## src/rtl/m1_inject_pkg.sv

```systemverilog
package m1_inject_pkg;
    localparam int ADDR_W = 16;
    localparam int DATA_W = 8;
    localparam logic [DATA_W-1:0] JP_OPCODE = 8'hC3;

    typedef enum logic [2:0] {
        ST_IDLE,
        ST_ARMED,
        ST_INJECT_OP,
        ST_INJECT_LO,
        ST_INJECT_HI,
        ST_HANDLER,
        ST_RESTORE
    } inj_state_t;
endpackage

```

## src/rtl/m1_bus_watch.sv

```systemverilog
module m1_bus_watch (
    input  logic clk,
    input  logic rst_n,
    input  logic sltsel_n,
    input  logic rd_n,
    input  logic wr_n,
    output logic rd_act,
    output logic rd_start,
    output logic rd_end,
    output logic wr_start
);
    logic rd_act_q;
    logic wr_act;
    logic wr_act_q;

    assign rd_act   = !sltsel_n && !rd_n;
    assign wr_act   = !sltsel_n && !wr_n;
    assign rd_start = rd_act && !rd_act_q;
    assign rd_end   = !rd_act && rd_act_q;
    assign wr_start = wr_act && !wr_act_q;

    always_ff @(posedge clk) begin
        if (!rst_n) begin
            rd_act_q <= 1'b0;
            wr_act_q <= 1'b0;
        end else begin
            rd_act_q <= rd_act;
            wr_act_q <= wr_act;
        end
    end

    a_r3_start_single: assert property (@(posedge clk) disable iff (!rst_n)
        rd_start |=> !rd_start);
endmodule

```

## src/rtl/m1_ret_latch.sv

```systemverilog
module m1_ret_latch
    import m1_inject_pkg::*;
(
    input  logic              clk,
    input  logic              rst_n,
    input  logic              capture,
    input  logic [ADDR_W-1:0] addr,
    output logic [ADDR_W-1:0] ret_addr
);
    always_ff @(posedge clk) begin
        if (!rst_n) begin
            ret_addr <= '0;
        end else if (capture) begin
            ret_addr <= addr;
        end
    end

    a_r4_latch_addr: assert property (@(posedge clk) disable iff (!rst_n)
        capture |=> ret_addr == $past(addr));
endmodule

```

## src/rtl/m1_seq_fsm.sv

```systemverilog
module m1_seq_fsm
    import m1_inject_pkg::*;
#(
    parameter logic [ADDR_W-1:0] REG_DONE = 16'h7FF2
) (
    input  logic              clk,
    input  logic              rst_n,
    input  logic              req,
    input  logic              m1_n,
    input  logic [ADDR_W-1:0] addr,
    input  logic [ADDR_W-1:0] ret_addr,
    input  logic              rd_start,
    input  logic              rd_end,
    input  logic              wr_start,
    output inj_state_t        state,
    output logic              trig,
    output logic              reen,
    output logic              done
);
    inj_state_t next_state;
    logic       fetch_start;

    assign fetch_start = rd_start && !m1_n;
    assign trig = (state == ST_ARMED) && fetch_start;
    assign reen = (state == ST_RESTORE) && fetch_start && (addr == ret_addr);

    always_ff @(posedge clk) begin
        if (!rst_n) begin
            state <= ST_IDLE;
            done  <= 1'b0;
        end else begin
            state <= next_state;
            done  <= reen;
        end
    end

    always_comb begin
        next_state = state;
        unique case (state)
            ST_IDLE:      if (req) next_state = ST_ARMED;
            ST_ARMED:     if (trig) next_state = ST_INJECT_OP;
            ST_INJECT_OP: if (rd_end) next_state = ST_INJECT_LO;
            ST_INJECT_LO: if (rd_end) next_state = ST_INJECT_HI;
            ST_INJECT_HI: if (rd_end) next_state = ST_HANDLER;
            ST_HANDLER:   if (wr_start && addr == REG_DONE) next_state = ST_RESTORE;
            ST_RESTORE:   if (reen) next_state = ST_IDLE;
        endcase
    end

    a_r2_arm: assert property (@(posedge clk) disable iff (!rst_n)
        (state == ST_IDLE && req) |=> state == ST_ARMED);
    a_r5_lo_then_hi: assert property (@(posedge clk) disable iff (!rst_n)
        (state == ST_INJECT_LO && rd_end) |=> state == ST_INJECT_HI);
    a_r8_restore_entry: assert property (@(posedge clk) disable iff (!rst_n)
        (state == ST_RESTORE && !$stable(state)) |-> $past(state) == ST_HANDLER);
    a_r9_done_pulse: assert property (@(posedge clk) disable iff (!rst_n)
        done |=> !done);
    a_r9_done_idle: assert property (@(posedge clk) disable iff (!rst_n)
        done |-> $past(state) == ST_RESTORE);
endmodule

```

## src/rtl/m1_out_drive.sv

```systemverilog
module m1_out_drive
    import m1_inject_pkg::*;
#(
    parameter logic [ADDR_W-1:0] HANDLER_ADDR = 16'h4010,
    parameter logic [ADDR_W-1:0] REG_LO       = 16'h7FF0,
    parameter logic [ADDR_W-1:0] REG_HI       = 16'h7FF1
) (
    input  logic              clk,
    input  logic              rst_n,
    input  inj_state_t        state,
    input  logic              trig,
    input  logic              reen,
    input  logic              rd_act,
    input  logic [ADDR_W-1:0] addr,
    input  logic [ADDR_W-1:0] ret_addr,
    output logic [DATA_W-1:0] dout,
    output logic              dout_en,
    output logic              ram_en,
    output logic              hmem_sel
);
    always_comb begin
        dout     = '0;
        dout_en  = 1'b0;
        ram_en   = 1'b1;
        hmem_sel = 1'b0;
        unique case (state)
            ST_IDLE: begin
            end
            ST_ARMED: begin
                if (trig) begin
                    ram_en  = 1'b0;
                    dout_en = 1'b1;
                    dout    = JP_OPCODE;
                end
            end
            ST_INJECT_OP: begin
                ram_en = 1'b0;
                if (rd_act) begin
                    dout_en = 1'b1;
                    dout    = JP_OPCODE;
                end
            end
            ST_INJECT_LO: begin
                ram_en = 1'b0;
                if (rd_act) begin
                    dout_en = 1'b1;
                    dout    = HANDLER_ADDR[DATA_W-1:0];
                end
            end
            ST_INJECT_HI: begin
                ram_en = 1'b0;
                if (rd_act) begin
                    dout_en = 1'b1;
                    dout    = HANDLER_ADDR[ADDR_W-1:DATA_W];
                end
            end
            ST_HANDLER, ST_RESTORE: begin
                if (!reen) begin
                    ram_en   = 1'b0;
                    hmem_sel = 1'b1;
                    if (rd_act && addr == REG_LO) begin
                        hmem_sel = 1'b0;
                        dout_en  = 1'b1;
                        dout     = ret_addr[DATA_W-1:0];
                    end else if (rd_act && addr == REG_HI) begin
                        hmem_sel = 1'b0;
                        dout_en  = 1'b1;
                        dout     = ret_addr[ADDR_W-1:DATA_W];
                    end
                end
            end
        endcase
    end

    a_r5_ram_off: assert property (@(posedge clk) disable iff (!rst_n)
        (state == ST_INJECT_OP || state == ST_INJECT_LO || state == ST_INJECT_HI) |-> !ram_en);
    a_r7_no_contention: assert property (@(posedge clk) disable iff (!rst_n)
        !(hmem_sel && dout_en));
    a_r6_handler_mapped: assert property (@(posedge clk) disable iff (!rst_n)
        (state == ST_HANDLER) |-> !ram_en && (hmem_sel || dout_en));
endmodule

```

## src/rtl/m1_inject_ctrl.sv

```systemverilog
module m1_inject_ctrl
    import m1_inject_pkg::*;
#(
    parameter logic [15:0] HANDLER_ADDR = 16'h4010,
    parameter logic [15:0] REG_BASE     = 16'h7FF0
) (
    input  logic        clk,
    input  logic        rst_n,
    input  logic [15:0] addr,
    input  logic        sltsel_n,
    input  logic        rd_n,
    input  logic        wr_n,
    input  logic        m1_n,
    input  logic        req,
    output logic [7:0]  dout,
    output logic        dout_en,
    output logic        ram_en,
    output logic        hmem_sel,
    output logic        busy,
    output logic        done
);
    localparam logic [15:0] REG_LO   = REG_BASE;
    localparam logic [15:0] REG_HI   = REG_BASE + 16'd1;
    localparam logic [15:0] REG_DONE = REG_BASE + 16'd2;

    logic       rd_act, rd_start, rd_end, wr_start;
    logic       trig, reen;
    logic [15:0] ret_addr;
    inj_state_t state;

    m1_bus_watch u_watch (
        .clk(clk), .rst_n(rst_n), .sltsel_n(sltsel_n), .rd_n(rd_n), .wr_n(wr_n),
        .rd_act(rd_act), .rd_start(rd_start), .rd_end(rd_end), .wr_start(wr_start)
    );

    m1_seq_fsm #(.REG_DONE(REG_DONE)) u_fsm (
        .clk(clk), .rst_n(rst_n), .req(req), .m1_n(m1_n), .addr(addr),
        .ret_addr(ret_addr), .rd_start(rd_start), .rd_end(rd_end),
        .wr_start(wr_start), .state(state), .trig(trig), .reen(reen), .done(done)
    );

    m1_ret_latch u_latch (
        .clk(clk), .rst_n(rst_n), .capture(trig), .addr(addr), .ret_addr(ret_addr)
    );

    m1_out_drive #(
        .HANDLER_ADDR(HANDLER_ADDR), .REG_LO(REG_LO), .REG_HI(REG_HI)
    ) u_drive (
        .clk(clk), .rst_n(rst_n), .state(state), .trig(trig), .reen(reen),
        .rd_act(rd_act), .addr(addr), .ret_addr(ret_addr), .dout(dout),
        .dout_en(dout_en), .ram_en(ram_en), .hmem_sel(hmem_sel)
    );

    assign busy = (state != ST_IDLE);

    a_r9_ram_back: assert property (@(posedge clk) disable iff (!rst_n)
        done |-> ram_en && !hmem_sel);
endmodule

```

## config.mk

```make
export PLATFORM = sky130hd
export DESIGN_NAME = m1_inject_ctrl
export DESIGN_NICKNAME = d
export VERILOG_FILES = /design/src/rtl/m1_inject_pkg.sv /design/src/rtl/m1_bus_watch.sv /design/src/rtl/m1_ret_latch.sv /design/src/rtl/m1_seq_fsm.sv /design/src/rtl/m1_out_drive.sv /design/src/rtl/m1_inject_ctrl.sv
export SDC_FILE = /design/constraint.sdc
export NUM_CORES = 1
export LEC_CHECK = 0
export BUFFER_PORTS_ARGS = -buffer_cell sky130_fd_sc_hd__buf_4
export CORE_ASPECT_RATIO = 0.6
export CORE_MARGIN = 8
export CORE_UTILIZATION = 52
export DETAILED_ROUTE_END_ITERATION = 8
export MAX_ROUTING_LAYER = met4
export PLACE_DENSITY = 0.78
export SYNTH_ARGS = -nofsm -noshare
export SYNTH_HDL_FRONTEND = slang
export SYNTH_SLANG_ARGS = --single-unit
```

## constraint.sdc

```tcl
create_clock -name clk -period 4.6 [get_ports clk]
set_clock_uncertainty 0.05 [all_clocks]
set_input_delay 1.38 -clock clk [delete_from_list [all_inputs] [get_ports clk]]
set_output_delay 1.38 -clock clk [all_outputs]
set_load 0.005 [all_outputs]
```

==> results of run 1 <==
==> Yosys cell counts (2+ instances only) <==
master and number:
xor2_1 4, nor4_1 2, buf_2 2, clkbuf_1 9
a31oi_1 2, nand3_1 4, dfxtp_1 22, inv_1 2
a211oi_1 5, nor2b_1 3, nand2b_1 5, mux2i_1 10
nand2_1 41, nor2_1 8, or3_1 3, a21oi_1 18
xnor2_1 12, o21a_1 2, nor3_1 2, o21ai_0 11
nand4_1 7
==> worst reg2reg max path, stage by stage (launching register included) <==
cell,delay (ns)
dfxtp_1,0.66
or3b_2,0.58
nor4_4,0.70
nand2_1,0.15
a21oi_1,0.19
==> cells by family after synthesis <==
logic type	Yosys count
buffers and inverters	13
XOR/XNOR	16
AND/OR/NAND/NOR	84
AO/OA/AOI/OAI	43
flip-flops	22
multiplexers	10
==> power by group <==
| part | switching, mW | internal (mW) | leakage, nW |
|---|---|---|---|
| clock | 0.0647 | 0.0585 | 0.0216 |
| sequential | 0.0236 | 0.199 | 0.178 |
| combinational | 0.0676 | 0.0648 | 0.472 |
==> layout by cell type (no fill, tap or decap), drive strengths merged, types with 3 or more instances in the layout <==
cell type | Yosys | final
nor2b | 3 | 3
dfxtp | 22 | 22
nand2 | 41 | 41
buf | 2 | 43
xor2 | 4 | 4
nor2 | 8 | 8
o21ai | 11 | 11
a211oi | 5 | 5
nand4 | 7 | 7
nand2b | 5 | 5
nand3 | 4 | 4
nor3 | 3 | 3
a21oi | 18 | 18
or3 | 3 | 3
clkbuf | 9 | 3
xnor2 | 12 | 12
nor4 | 3 | 3
mux2i | 10 | 10
==> sequential cells by signal (all words and copies together) (netlist names) <==
signal,cells
u_watch.rd_act_q,1
u_watch.wr_act_q,1
u_fsm.state,3
u_fsm.done,1
u_latch.ret_addr,16
==> layer usage <==
metal	GRT usage, %	vias to the layer above	share of wire [%]
met3	5.04	8	8.4
met2	28.0	79	44
li1	-	729	-
met1	25.8	713	47
met4	4.89	0	0.78
met5	-	-	0
==> metrics by stage <==
stage | std cells | util [%] | hold slack, ns | power [mW]
floorplan | 188 | - | 0.406 | 0.298
global placement | 252 | 68.2 | 0.413 | 0.349
detailed placement | 252 | 68.2 | 0.424 | 0.354
CTS | 255 | 69.8 | 0.435 | 0.473
global route | 255 | 70.5 | 0.458 | 0.497
finish | 255 | 70.5 | 0.437 | 0.479
==> final timing paths <==
| kind | slack (ns) | endpoint | depth (start not counted) |
|---|---|---|---|
| setup / recovery | 0.08 | dout[0] | 8 |
| hold / removal | 0.44 | u_latch.ret_addr[2] | 2 |
| setup reg to reg | 2.20 | u_latch.ret_addr[7] | 4 |
| hold reg to reg | 0.44 | u_latch.ret_addr[2] | 2 |
==> area by class of cell <==
cell class                 count  area, µm²  area share [%]
multi-input combinational    153        950            52.7
sequential                    22        440            24.4
timing repair buffer          43        323            17.9
clock buffer                   3       41.3            2.29
tap                           32       40.0            2.22
inverter                       2       7.51           0.417
==> metrics.cfg, run 1 <==
[outcome]
outcome=finished, final reports clean

[sta]
hold_viol_final=0
min_period_over_period_pct=98.2
finalCriticalPeriod_ns=4.52
fin_ws_ns=0.0821
slew_viol_final=0
max_freq_ghz=0.221
finalSetupViolCount=0
tightestPinTransition_ns=0.900
relSlewSlack_pct=39.6
final.setup.tns_ns=0

[floorplan]
num_io_pins=36
start_util_pct=55.7
rows=14
die_area_mm2=0.00473
core_area_mm2=0.00256
die_w_um=83.6
die_h_um=56.6

[place]
port-buffer-count=35
dp_slack_ns=0.0716
gp_congestion=0.927
hpwl_um=3490
placed_area_mm2=0.00174

[synthesis]
synth_ff_type=dfxtp_1
synth_top_family_by_area=simple AND/OR/NAND/NOR gates
yosys_warnings=0
postSynthCellCount=188
synth.top_cells.by_area=dfxtp_1 (31%), nand2_1 (11%), xnor2_1 (7.4%)
synth_simple_gate_area_share_pct=30.4
yosysTopAreaCell=dfxtp_1
synth_top_area_share_pct=30.9
ys_ff_latch=22
avgSynthCellArea_um2=7.58
synthXorXnorAreaFrac_pct=9.83
seq_area_frac_synth_pct=30.9
synth-compound-area-share_pct=18.3
synth_nets=211
syn_area_mm2=0.00143
ys_types=35
synth_edf_count=0
synthMuxAreaShare_pct=7.02
synth_fa_ha_area_share_pct=0
synthArstFlopShare_pct=0

[worst_setup_path]
cp_common_cell=buf_4
path_class=primary input to primary output
r2r-start=u_fsm.state[0]
crit_path_start_kind=primary input
end_kind=primary output
crit_required_ns=3.17
slowest_delay_ns=0.42
worst-path-buf-inv=3
critical_path.cell_chain=buf_4, xnor2_1, nand4_1, or3_1, o311ai_2, buf_4, o21ai_0, buf_4
cp_max_fo=6
cp_slowest_cell=or3_1
arrival_ns=3.09
crit_family=simple AND/OR/NAND/NOR gates
crit_start=addr[3]

[layout]
syn_to_final_growth_pct=26.4
num_antenna_cells=0
fin_nets=248
drive_gt1_share_pct=24.7
fin_area_mm2=0.00180
fillers=227

[cts]
clockBufferDepth=2
cts_buffers=3
numClockSinks=22
path_clk_slew_ns=0.08
cts_tree=built
clk_latency_ns=0.26
cts_root_buffer=clkbuf_8
holdBufCountCts=0
post_cts_resized=0
cts_max_level=1
cts_setup_buffers=0

[drt]
drc=0
dr.pass1.iters=4
antenna_left=0
drtIter0Drc=199
avgViaCountPerCell=6.00
wl_per_cell_um=18.2
drt_wl_total_um=4640
vias=1529

[power]
peakVddDrop_mv=0.144
powerDensity_mw_per_mm2=266
p_leak_nw=0.671

[grt]
grt_pass1_wl_um=7490
grtUsageTotal_pct=19.3
grt_max_degree=21
antenna_found_initial=0
grt_overflow_total=0
grt_pass1_vias=1544

[min_path]
holdCritStartpoint=u_latch.ret_addr[2]
hold_path_class=flip-flop to flip-flop

[flow_run]
drv_cap=0

Power figures use the tool's default switching activity.
==> run 2: changes to the inputs <==
==> constraint.sdc (replaced) <==
create_clock -name clk -period 4.88 [get_ports clk]
set_clock_uncertainty 0.05 [all_clocks]
set_input_delay 1.464 -clock clk [delete_from_list [all_inputs] [get_ports clk]]
set_output_delay 1.464 -clock clk [all_outputs]
set_load 0.005 [all_outputs]
==> run 2 against run 1 <==
Effect of this change: critical path depth down 1; die area unchanged; clock-buffer cell count up 1; sequential power down 6%; total power down 3.6%; largest cell class unchanged.
==> metrics.cfg, run 2 (same netlist as run 1, synthesis figures left out) <==
[sta]
rsz0062_at_grt=false
finalCriticalPeriod_ns=4.75
final.setup.tns_ns=0
slew_viol_final=0
hold_viol_final=0
min_period_over_period_pct=97.4
tightestPinTransition_ns=0.828
relSlewSlack_pct=44.4
max_freq_ghz=0.210
finalSetupViolCount=0

[cts]
clk_latency_ns=0.26
clockBufferDepth=2
cts_root_buffer=clkbuf_8
cts_max_level=1
cts_tree=built
path_clk_slew_ns=0.08
cts_setup_buffers=0
numClockSinks=22
cts_buffers=3
holdBufCountCts=0
post_cts_resized=0

[grt]
grt_pass1_wl_um=6900
grt_pass1_vias=1391
grtUsageTotal_pct=17.9
grt_max_degree=21
grt_overflow_total=0
antenna_found_initial=0

[layout]
num_antenna_cells=0
largest_reg_flops=16
regMostFlops=u_latch.ret_addr
layout_common_cells=nand2_1 (41), buf_4 (40), dfxtp_1 (22), a21oi_1 (18), xnor2_1 (12)
fin_nets=245
reg.largest.list=u_latch.ret_addr (16), u_fsm.state (3)
drive_gt1_share_pct=23.1
final_common_cell=nand2_1
syn_to_final_growth_pct=25.7
finalCoreUtilization_pct=70.1

[worst_setup_path]
end_kind=primary output
path_class=primary input to primary output
crit_path_start_kind=primary input
crit_required_ns=3.37
arrival_ns=3.24
cp_max_fo=6

[floorplan]
die_h_um=56.6
core_area_mm2=0.00256
num_io_pins=36
start_util_pct=55.7
die_area_mm2=0.00473
die_w_um=83.6
rows=14

[drt]
wl_per_cell_um=16.7
antenna_left=0
avgViaCountPerCell=5.98
drtIter0Drc=128
dr.pass1.iters=4
vias=1512
drt_wl_total_um=4210
drc=0

[min_path]
hold_path_class=flip-flop to flip-flop

[place]
hpwl_um=3320
gp_congestion=0.933
port-buffer-count=35

[power]
p_leak_nw=0.664
powerDensity_mw_per_mm2=258
peakVddDrop_mv=0.118

[flow_run]
drv_cap=0

[outcome]
outcome=finished, final reports clean

## run 2: path summary, 6_finish.rpt
check / startpoint / to / slack [ns] / depth (start not counted)
hold / removal: u_latch.ret_addr[3] / u_latch.ret_addr[3] / 0.44 / 2
setup / recovery: addr[3] / dout[7] / 0.13 / 7
setup reg to reg: u_fsm.state[0] / u_latch.ret_addr[0] / 2.61 / 4
hold reg to reg: u_latch.ret_addr[3] / u_latch.ret_addr[3] / 0.44 / 2
## run 2: where the power goes
part,switching (mW),total [mW],internal [mW]
Clock,0.0593,0.131,0.0720
Combinational,0.0612,0.121,0.0602
Sequential,0.0209,0.209,0.188
Total,0.141,0.461,0.320
## run 2: final cells by class
type | instances | area [µm²]
multi-input cells | 153 | 948
fillers | 211 | 766
flip-flops and latches | 22 | 440
repair buffers | 40 | 300
clock buffers | 4 | 55.1
well taps | 32 | 40.0
inverters | 2 | 7.51
## run 2: routing by layer
| layer | vias up | share of wire, % | GRT usage (%) |
|---|---|---|---|
| met3 | 0 | 10 | 6.04 |
| met5 | - | 0 | - |
| met2 | 80 | 43 | 25.7 |
| li1 | 728 | - | - |
| met1 | 704 | 46 | 24.0 |
| met4 | 0 | 0 | 2.20 |
## run 2: stage by stage
stage	total power, mW	worst slack, ns	instance area, µm²	hold slack [ns]	instances
floorplan	0.281	0.486	1430	0.406	188
global placement	0.328	0.174	1720	0.414	249
detailed placement	0.331	0.0658	1720	0.423	249
CTS	0.464	0.0678	1780	0.439	253
global route	0.487	0.0568	1790	0.454	253
finish	0.461	0.128	1790	0.439	253
## run 2: critical path, cell delays in order
cell and delay [ns]:
buf_4 0.12, xnor2_1 0.31, nand4_1 0.15, or3_1 0.44, o311ai_4 0.41, o21ai_0 0.17, buf_4 0.17
